**src/rtl/gpio_pkg.sv**
```systemverilog
package gpio_pkg;

    typedef enum logic [1:0] {
        SEL_NONE = 2'd0,
        SEL_DATA = 2'd1,
        SEL_DIR  = 2'd2,
        SEL_PUE  = 2'd3
    } reg_sel_e;

endpackage

```
**src/rtl/gpio_addr_decode.sv**
```systemverilog
module gpio_addr_decode
    import gpio_pkg::*;
#(
    parameter int ADDR_W   = 8,
    parameter int OFS_DATA = 8'h00,
    parameter int OFS_DIR  = 8'h04,
    parameter int OFS_PUE  = 8'h0D
) (
    input  logic [ADDR_W-1:0] addr,
    output reg_sel_e          sel
);
    localparam logic [ADDR_W-1:0] A_DATA = ADDR_W'(OFS_DATA);
    localparam logic [ADDR_W-1:0] A_DIR  = ADDR_W'(OFS_DIR);
    localparam logic [ADDR_W-1:0] A_PUE  = ADDR_W'(OFS_PUE);

    always_comb begin
        sel = SEL_NONE;
        if (addr == A_DATA)     sel = SEL_DATA;
        else if (addr == A_DIR) sel = SEL_DIR;
        else if (addr == A_PUE) sel = SEL_PUE;
    end
endmodule

```
**src/rtl/gpio_ctrl_regs.sv**
```systemverilog
module gpio_ctrl_regs
    import gpio_pkg::*;
#(
    parameter int NUM_PINS = 4,
    parameter int DATA_W   = 8
) (
    input  logic                clk,
    input  logic                rst_n,
    input  reg_sel_e            sel,
    input  logic                we,
    input  logic [DATA_W-1:0]   wdata,
    output logic [NUM_PINS-1:0] latch,
    output logic [NUM_PINS-1:0] dir,
    output logic [NUM_PINS-1:0] pue
);
    typedef struct packed {
        logic [NUM_PINS-1:0] latch;
        logic [NUM_PINS-1:0] dir;
        logic [NUM_PINS-1:0] pue;
    } regs_t;

    regs_t regs_d, regs_q;
    logic [NUM_PINS-1:0] wbits;

    assign wbits = wdata[NUM_PINS-1:0];

    always_comb begin
        regs_d = regs_q;
        if (we) begin
            case (sel)
                SEL_DATA: regs_d.latch = wbits;
                SEL_DIR:  regs_d.dir   = wbits;
                SEL_PUE:  regs_d.pue   = wbits;
                default:  ;
            endcase
        end
    end

    always_ff @(posedge clk or negedge rst_n) begin
        if (!rst_n) regs_q <= '0;
        else        regs_q <= regs_d;
    end

    assign latch = regs_q.latch;
    assign dir   = regs_q.dir;
    assign pue   = regs_q.pue;
endmodule

```
**src/rtl/gpio_in_sync.sv**
```systemverilog
module gpio_in_sync #(
    parameter int NUM_PINS = 4,
    parameter int STAGES   = 2
) (
    input  logic                clk,
    input  logic                rst_n,
    input  logic [NUM_PINS-1:0] async_in,
    output logic [NUM_PINS-1:0] sync_out
);
    logic [NUM_PINS-1:0] stage_d [STAGES];
    logic [NUM_PINS-1:0] stage_q [STAGES];

    generate
        for (genvar s = 0; s < STAGES; s++) begin : g_stage
            if (s == 0) begin : g_first
                always_comb stage_d[s] = async_in;
            end else begin : g_next
                always_comb stage_d[s] = stage_q[s-1];
            end
            always_ff @(posedge clk or negedge rst_n) begin
                if (!rst_n) stage_q[s] <= '0;
                else        stage_q[s] <= stage_d[s];
            end
        end
    endgenerate

    assign sync_out = stage_q[STAGES-1];
endmodule

```
**src/rtl/gpio_pullup_port.sv**
```systemverilog
module gpio_pullup_port
    import gpio_pkg::*;
#(
    parameter int NUM_PINS    = 4,
    parameter int ADDR_W      = 8,
    parameter int DATA_W      = 8,
    parameter int SYNC_STAGES = 2,
    parameter int OFS_DATA    = 8'h00,
    parameter int OFS_DIR     = 8'h04,
    parameter int OFS_PUE     = 8'h0D
) (
    input  logic                clk,
    input  logic                rst_n,
    input  logic [ADDR_W-1:0]   bus_addr,
    input  logic [DATA_W-1:0]   bus_wdata,
    input  logic                bus_we,
    output logic [DATA_W-1:0]   bus_rdata,
    input  logic [NUM_PINS-1:0] pin_in,
    output logic [NUM_PINS-1:0] pin_out,
    output logic [NUM_PINS-1:0] pin_oe,
    output logic [NUM_PINS-1:0] pin_pu
);
    localparam int PAD_W = DATA_W - NUM_PINS;

    reg_sel_e            sel;
    logic [NUM_PINS-1:0] latch, dir, pue, pad_sync;
    logic [NUM_PINS-1:0] data_view;

    gpio_addr_decode #(
        .ADDR_W(ADDR_W), .OFS_DATA(OFS_DATA), .OFS_DIR(OFS_DIR), .OFS_PUE(OFS_PUE)
    ) u_dec (
        .addr (bus_addr),
        .sel  (sel)
    );

    gpio_ctrl_regs #(.NUM_PINS(NUM_PINS), .DATA_W(DATA_W)) u_regs (
        .clk   (clk),
        .rst_n (rst_n),
        .sel   (sel),
        .we    (bus_we),
        .wdata (bus_wdata),
        .latch (latch),
        .dir   (dir),
        .pue   (pue)
    );

    gpio_in_sync #(.NUM_PINS(NUM_PINS), .STAGES(SYNC_STAGES)) u_sync (
        .clk      (clk),
        .rst_n    (rst_n),
        .async_in (pin_in),
        .sync_out (pad_sync)
    );

    // per-pin source pick for the data view
    generate
        for (genvar i = 0; i < NUM_PINS; i++) begin : g_view
            assign data_view[i] = dir[i] ? latch[i] : pad_sync[i];
            assign pin_pu[i]    = pue[i] & ~dir[i];
        end
    endgenerate

    always_comb begin
        case (sel)
            SEL_DATA: bus_rdata = {{PAD_W{1'b0}}, data_view};
            SEL_DIR:  bus_rdata = {{PAD_W{1'b0}}, dir};
            SEL_PUE:  bus_rdata = {{PAD_W{1'b0}}, pue};
            default:  bus_rdata = '0;
        endcase
    end

    assign pin_out = latch;
    assign pin_oe  = dir;
endmodule

```
**config.mk**
```make
export PLATFORM = sky130hd
export DESIGN_NAME = gpio_pullup_port
export DESIGN_NICKNAME = d
export VERILOG_FILES = /design/src/rtl/gpio_pkg.sv /design/src/rtl/gpio_addr_decode.sv /design/src/rtl/gpio_ctrl_regs.sv /design/src/rtl/gpio_in_sync.sv /design/src/rtl/gpio_pullup_port.sv
export SDC_FILE = /design/constraint.sdc
export NUM_CORES = 1
export LEC_CHECK = 0
export ABC_AREA = 1
export BUFFER_PORTS_ARGS = -buffer_cell sky130_fd_sc_hd__buf_4
export CORE_UTILIZATION = 40
export CTS_BUF_LIST = sky130_fd_sc_hd__clkbuf_2
export DETAILED_ROUTE_END_ITERATION = 8
export GPL_TIMING_DRIVEN = 0
export PLACE_DENSITY_LB_ADDON = 0.3
export SYNTH_ARGS = -nofsm -noshare
export SYNTH_HDL_FRONTEND = slang
export SYNTH_HIERARCHICAL = 1
export SYNTH_SLANG_ARGS = --single-unit
```
**constraint.sdc**
```tcl
create_clock -name clk -period 1.1 [get_ports clk]
set_clock_uncertainty 0.05 [all_clocks]
set_input_delay 0.165 -clock clk [delete_from_list [all_inputs] [get_ports clk]]
set_output_delay 0.165 -clock clk [all_outputs]
set_load 0.02 [all_outputs]
```
==> results of run 1 <==
-- where the power goes --
part / total [uW] / internal (uW) / switching [uW]
clock network: 531 / 314 / 217
logic: 371 / 190 / 181
registers: 830 / 779 / 50.5
total: 1730 / 1280 / 449
-- synth_stat cells --
master / n
nand2_1: 54
inv_1: 28
dfrtp_1: 20
nand3_1: 14
nand4_1: 12
buf_4: 7
nor2_1: 7
buf_6: 1
conb_1: 1
inv_2: 1
nor2_2: 1
nor2_4: 1
-- critical path, delay by kind of cell --
family / cells / cell delay [ps]
buffers and inverters: 4 / 370
and+or+nand+nor: 7 / 730
-- sequential cells by signal, indices dropped and copies added (netlist names) --
name,flops
u_regs/dir,4
u_sync/sync_out,4
u_regs/latch,4
u_sync/stage_d,4
u_regs/pue,4
-- cell families (layout without fill, tap and decap cells) --
| family | Yosys count | after routing | synth area share |
|---|---|---|---|
| AND/OR/NAND/NOR | 89 | 89 | 0.3665 |
| buffers and inverters | 37 | 94 | 0.1616 |
| flip-flops | 20 | 20 | 0.4684 |
| other | 1 | 4 | 0.003510 |
-- through the flow --
step                hold slack (ps)  setup TNS, ps  power (uW)  cell area [sq um]  utilization
finish                        71.48          -3184        1732               1911       0.7643
global route                  35.97          -4343        1814               1911       0.7643
CTS                           55.54          -2679        1692               1772       0.7087
detailed placement           0.5640          -4883        1105               1476       0.5906
global placement             -4.148          -4433        1094               1476       0.5906
floorplan                    -180.6         -420.4       957.4               1184            -
-- what timing repair did --
action / CTS / global route
setup buffers: 6 / 8
hold buffers: 5 / 0
pin swaps: 22 / 16
endpoints found under the setup margin: 16 / 28
gates cloned: 1 / 1
gates resized for setup: 31 / 30
endpoints found under the hold margin: 24 / 0
-- how the worst min path moves through the flow --
stage / startpoint / end / slack (ps) / depth (start not counted)
finish: bus_wdata[2] / u_regs/latch[2] / 70 / 3
global route: bus_wdata[2] / u_regs/latch[2] / 40 / 3
CTS: bus_wdata[3] / u_regs/dir[3] / 60 / 3
detailed placement: rst_n / u_sync/sync_out[1] / 0.6 / 1
global placement: rst_n / u_sync/sync_out[1] / -4 / 1
floorplan: rst_n / u_regs/dir[0] / -180 / 0
-- area by class of cell --
cell class	instances	area [sq um]	share of cell area
plain buffers	8	78.83	0.04126
clock buffers	3	15.01	0.007859
clock inverters	1	30.03	0.01572
inverters	29	131.4	0.06876
multi-input cells	93	584.3	0.3058
flip-flops and latches	20	505.5	0.2646
well taps	30	37.54	0.01965
repair buffers	53	528.0	0.2764
-- layer usage --
layer | GRT usage | vias up
li1 | - | 560
met1 | 0.2638 | 533
met2 | 0.3868 | 49
met3 | 0.01695 | 4
met4 | 0.08333 | 0
met5 | 0 | -
==> run_results.csv, run 1 <==
group,metric,value,unit
placement,portBuffers,34,
route,num_vias,1146,
final_layout,final_cell_count_no_fill,237,
synth,syn_inst,147,
route,routed.top_layer,"met4",
power_and_ir_drop,powerDensity,906.6,nW/um^2
route,drcViolationCount,0,
status,status,"complete, but fails checks",
worst_setup_path,rr_endpoint,"u_regs/pue[0]",
synth,synthesis.area,1069,sq um
cts,root_buffer,"clkbuf_2",
worst_setup_path,startpoint,"bus_addr[0]",
global_routing,grt_pass1_wl,4.464,mm
global_routing,grt_max_degree,21,
sta,post-route-period-util,1.349,
worst_setup_path,r2r_start,"u_regs/pue[0]",
synth,netlist.top_cell.by_area,"dfrtp_1",
floorplanning,start_util,0.4274,
worst_setup_path,cp_common_cell,"nand2_2",
route,ant_nets,0,
global_routing,grt_pass1_vias,1043,
cts,clkLatencyLatePin,300,ps
sta,slew_violations,0,
status,violations,"setup timing",
final_layout,final_cell_mix,"nand2_1, buf_4, inv_1, buf_6",
cts,htree_levels,1,
worst_setup_path,path_class,"in2out",
floorplanning,num_rows,18,
placement,post-place-cells,214,
cts,clock-sinks,20,
synth,yosysUniqueCellTypes,12,
worst_setup_path,cp.arrival,1270,ps
route,wl_met3,145,um
route,wl_met1,1.188,mm
route,wl,3.036,mm
route,first_pass_iters,4,
flow_run,cap_violations,0,
final_layout,antennaDiodeCount,0,
worst_setup_path,crit_slowest_cell,"nor2_4",
route,drt-vias-per-instance,4.835,
floorplanning,dieArea,2882,sq um
global_routing,antenna_found_initial,0,
sta,rsz0062_at_grt,"true",
cts,clock_path_buffers,2,
final_layout,synthToLayoutAreaGrowth,78.81,%
placement,hpwl,1.985,mm
route,wl_met2,1.675,mm
synth,syn_avg_cell_area,7.269,sq um
worst_setup_path,worst_r2r_path_depth,3,
worst_setup_path,critPathLaunchType,"input port",
worst_setup_path,worst_ep_required_time,880,ps
cts,cts_tree,"built",
global_routing,grt-ovfl-total,0,
placement,dp_slack,-392.6,ps
sta,fmax,0.6739,GHz
final_layout,drive_gt1_frac,0.5459,
synth,ys.warnings.count,6,
route,first_iter_violations,23,
sta,hold_viol,0,
floorplanning,die_w,53.69,um
final_layout,layout_commonest_cell,"nand2_1",
floorplanning,ioPinCount,43,
worst_setup_path,slowest_delay,140,ps
power_and_ir_drop,p_leak,0.0009696,uW
final_layout,final_nets,231,
worst_setup_path,reg2reg_slack,260,ps
route,routedWlPerCell,12.81,um
worst_setup_path,cp-endpoint,"bus_rdata[1]",
synth,netlist_top_cells_area,"dfrtp_1, nand2_1, inv_1",
final_layout,num-fill-cells,177,
worst_setup_path,worstPathCellList,"buf_4 -> inv_1 -> nand2_2 -> nor2_2 -> nand2_1 -> nand2_4 -> inv_4 -> nor2_4 -> nand3_1 -> nand2_2 -> buf_6",
power_and_ir_drop,ir_worst_vdd,1006,uV
synth,synth_top_area_share,0.4684,
cts,cts_buffers,3,
sta,finalSetupViolCount,24,
global_routing,grtUsageTotal,0.2153,
floorplanning,coreArea,2500,sq um
floorplanning,dieHeight,53.69,um
worst_setup_path,path_max_fanout,6,
worst_setup_path,crit_path_end_kind,"output port",
synth,ys_seq_elements,20,
placement,place_congestion,0.8605,
sta,worst_slack,-383.9,ps
sta,period_minus_slack,1484,ps
cts,clk_pin_slew_worst_paths,200,ps
synth,synth-seq-area-share,0.4684,
worst_hold_path,hp-class,"in2reg",
Note: power is estimated with default switching activity, not from simulation.
==> run 2, diff against run 1 <==
- SETUP_SLACK_MARGIN: unset -> 0.2
==> run_results.csv, run 2 (same netlist as run 1, synthesis figures left out) <==
group,metric,value,unit
sta,period_minus_slack,1498,ps
floorplanning,die_w,53.69,um
worst_hold_path,hp-class,"in2reg",
sta,finalSetupViolCount,16,
final_layout,fin_area,1969,sq um
placement,placed_area,1516,sq um
power_and_ir_drop,ir_worst_vdd,908.1,uV
final_layout,final_cell_count_no_fill,236,
final_layout,final_core_util,0.7878,
power_and_ir_drop,p_leak,0.0009721,uW
cts,cts_buffers,3,
placement,dp_slack,-400.0,ps
worst_setup_path,path_max_fanout,5,
route,drcViolationCount,0,
global_routing,grt-ovfl-total,0,
worst_setup_path,critPathLaunchType,"input port",
global_routing,grtUsageTotal,0.2400,
route,first_pass_iters,4,
cts,clock_path_buffers,2,
final_layout,final_cell_mix,"nand2_1, buf_6, buf_4",
route,first_iter_violations,29,
worst_setup_path,crit_path_end_kind,"output port",
floorplanning,start_util,0.4274,
route,ant_nets,0,
power_and_ir_drop,powerDensity,890.1,nW/um^2
route,routedWlPerCell,13.30,um
placement,place_congestion,0.7911,
floorplanning,ioPinCount,43,
worst_setup_path,path_class,"in2out",
status,violations,"setup timing",
cts,clock-sinks,20,
placement,hpwl,1.988,mm
placement,portBuffers,34,
sta,slew_violations,0,
final_layout,synthToLayoutAreaGrowth,84.31,%
sta,hold_viol,0,
final_layout,final_nets,230,
sta,worst_slack,-397.9,ps
cts,cts_tree,"built",
floorplanning,num_rows,18,
sta,fmax,0.6676,GHz
cts,htree_levels,1,
final_layout,antennaDiodeCount,0,
final_layout,drive_gt1_frac,0.5583,
global_routing,grt_max_degree,21,
cts,clk_pin_slew_worst_paths,180,ps
placement,post-place-cells,214,
route,wl,3.138,mm
worst_setup_path,worst_ep_required_time,880,ps
global_routing,grt_pass1_vias,1145,
global_routing,antenna_found_initial,0,
floorplanning,dieHeight,53.69,um
cts,root_buffer,"clkbuf_2",
floorplanning,coreArea,2500,sq um
final_layout,layout_commonest_cell,"nand2_1",
sta,fin_tns_setup,-3133,ps
sta,post-route-period-util,1.362,
worst_setup_path,cp.arrival,1280,ps
route,drt-vias-per-instance,4.983,
status,status,"complete, but fails checks",
sta,rsz0062_at_grt,"true",
cts,clkLatencyLatePin,310,ps
flow_run,cap_violations,0,
route,num_vias,1176,
global_routing,grt_pass1_wl,4.871,mm
floorplanning,dieArea,2882,sq um
-- run 2: layout make-up --
class,instances,area [sq um]
inverter,29,131.4
clock buffer,3,15.01
tap,30,37.54
buffer,8,78.83
timing repair buffer,52,543.0
sequential,20,506.7
multi-input combinational,93,626.9
clock inverter,1,30.03
fill,163,530.5
-- run 2: through the flow --
stage,hold WS [ps],power (uW)
final,61.89,1753
after global routing,29.44,1842
after global placement,-2.912,1104
after CTS,47.64,1737
after detailed placement,3.119,1115
after floorplan,-180.6,967.9
-- run 2: final timing paths --
kind	from	end	slack, ps	depth (start not counted)
max in group asynchronous	rst_n	u_regs/dir[0]	600	2
hold / removal	bus_wdata[2]	u_regs/pue[2]	60	3
hold reg to reg	u_sync/stage_d[0]	u_sync/sync_out[0]	330	0
setup / recovery	bus_addr[7]	bus_rdata[2]	-400	13
min in group asynchronous	rst_n	u_sync/stage_d[1]	170	2
setup reg to reg	u_regs/dir[3]	u_regs/dir[3]	110	4
-- run 2: what timing repair did --
item                                   in CTS  in global routing
setup endpoints to repair                  28                 28
endpoints found under the hold margin      24                  0
setup buffers                              11                  0
pin swaps                                  23                 17
gates cloned                                2                  0
resized for setup                          39                 23
hold buffers                                5                  0
-- run 2: worst max-delay path, stage by stage --
cell	delay, ps
buf_8	110
inv_12	40
nand2_4	40
nor2_4	150
nand2_4	80
nand2_4	100
buf_12	100
buf_8	120
nand3_2	60
nand2_1	80
inv_1	60
nand2_2	60
buf_6	110
-- run 2: layer usage --
metal,up-vias,share of wire,global-route usage
li1,558,-,-
met1,560,0.34,0.2345
met2,50,0.58,0.4588
met3,8,0.047,0.03955
met4,0,0.023,0.1491
met5,-,0,0
-- run 2: where the power goes --
| group | total (uW) | switching [uW] | leakage (uW) | internal, uW |
|---|---|---|---|---|
| Combinational | 393 | 194 | 0.000695 | 199 |
| Clock | 535 | 221 | 0.0000266 | 314 |
| Sequential | 825 | 45.7 | 0.000250 | 779 |
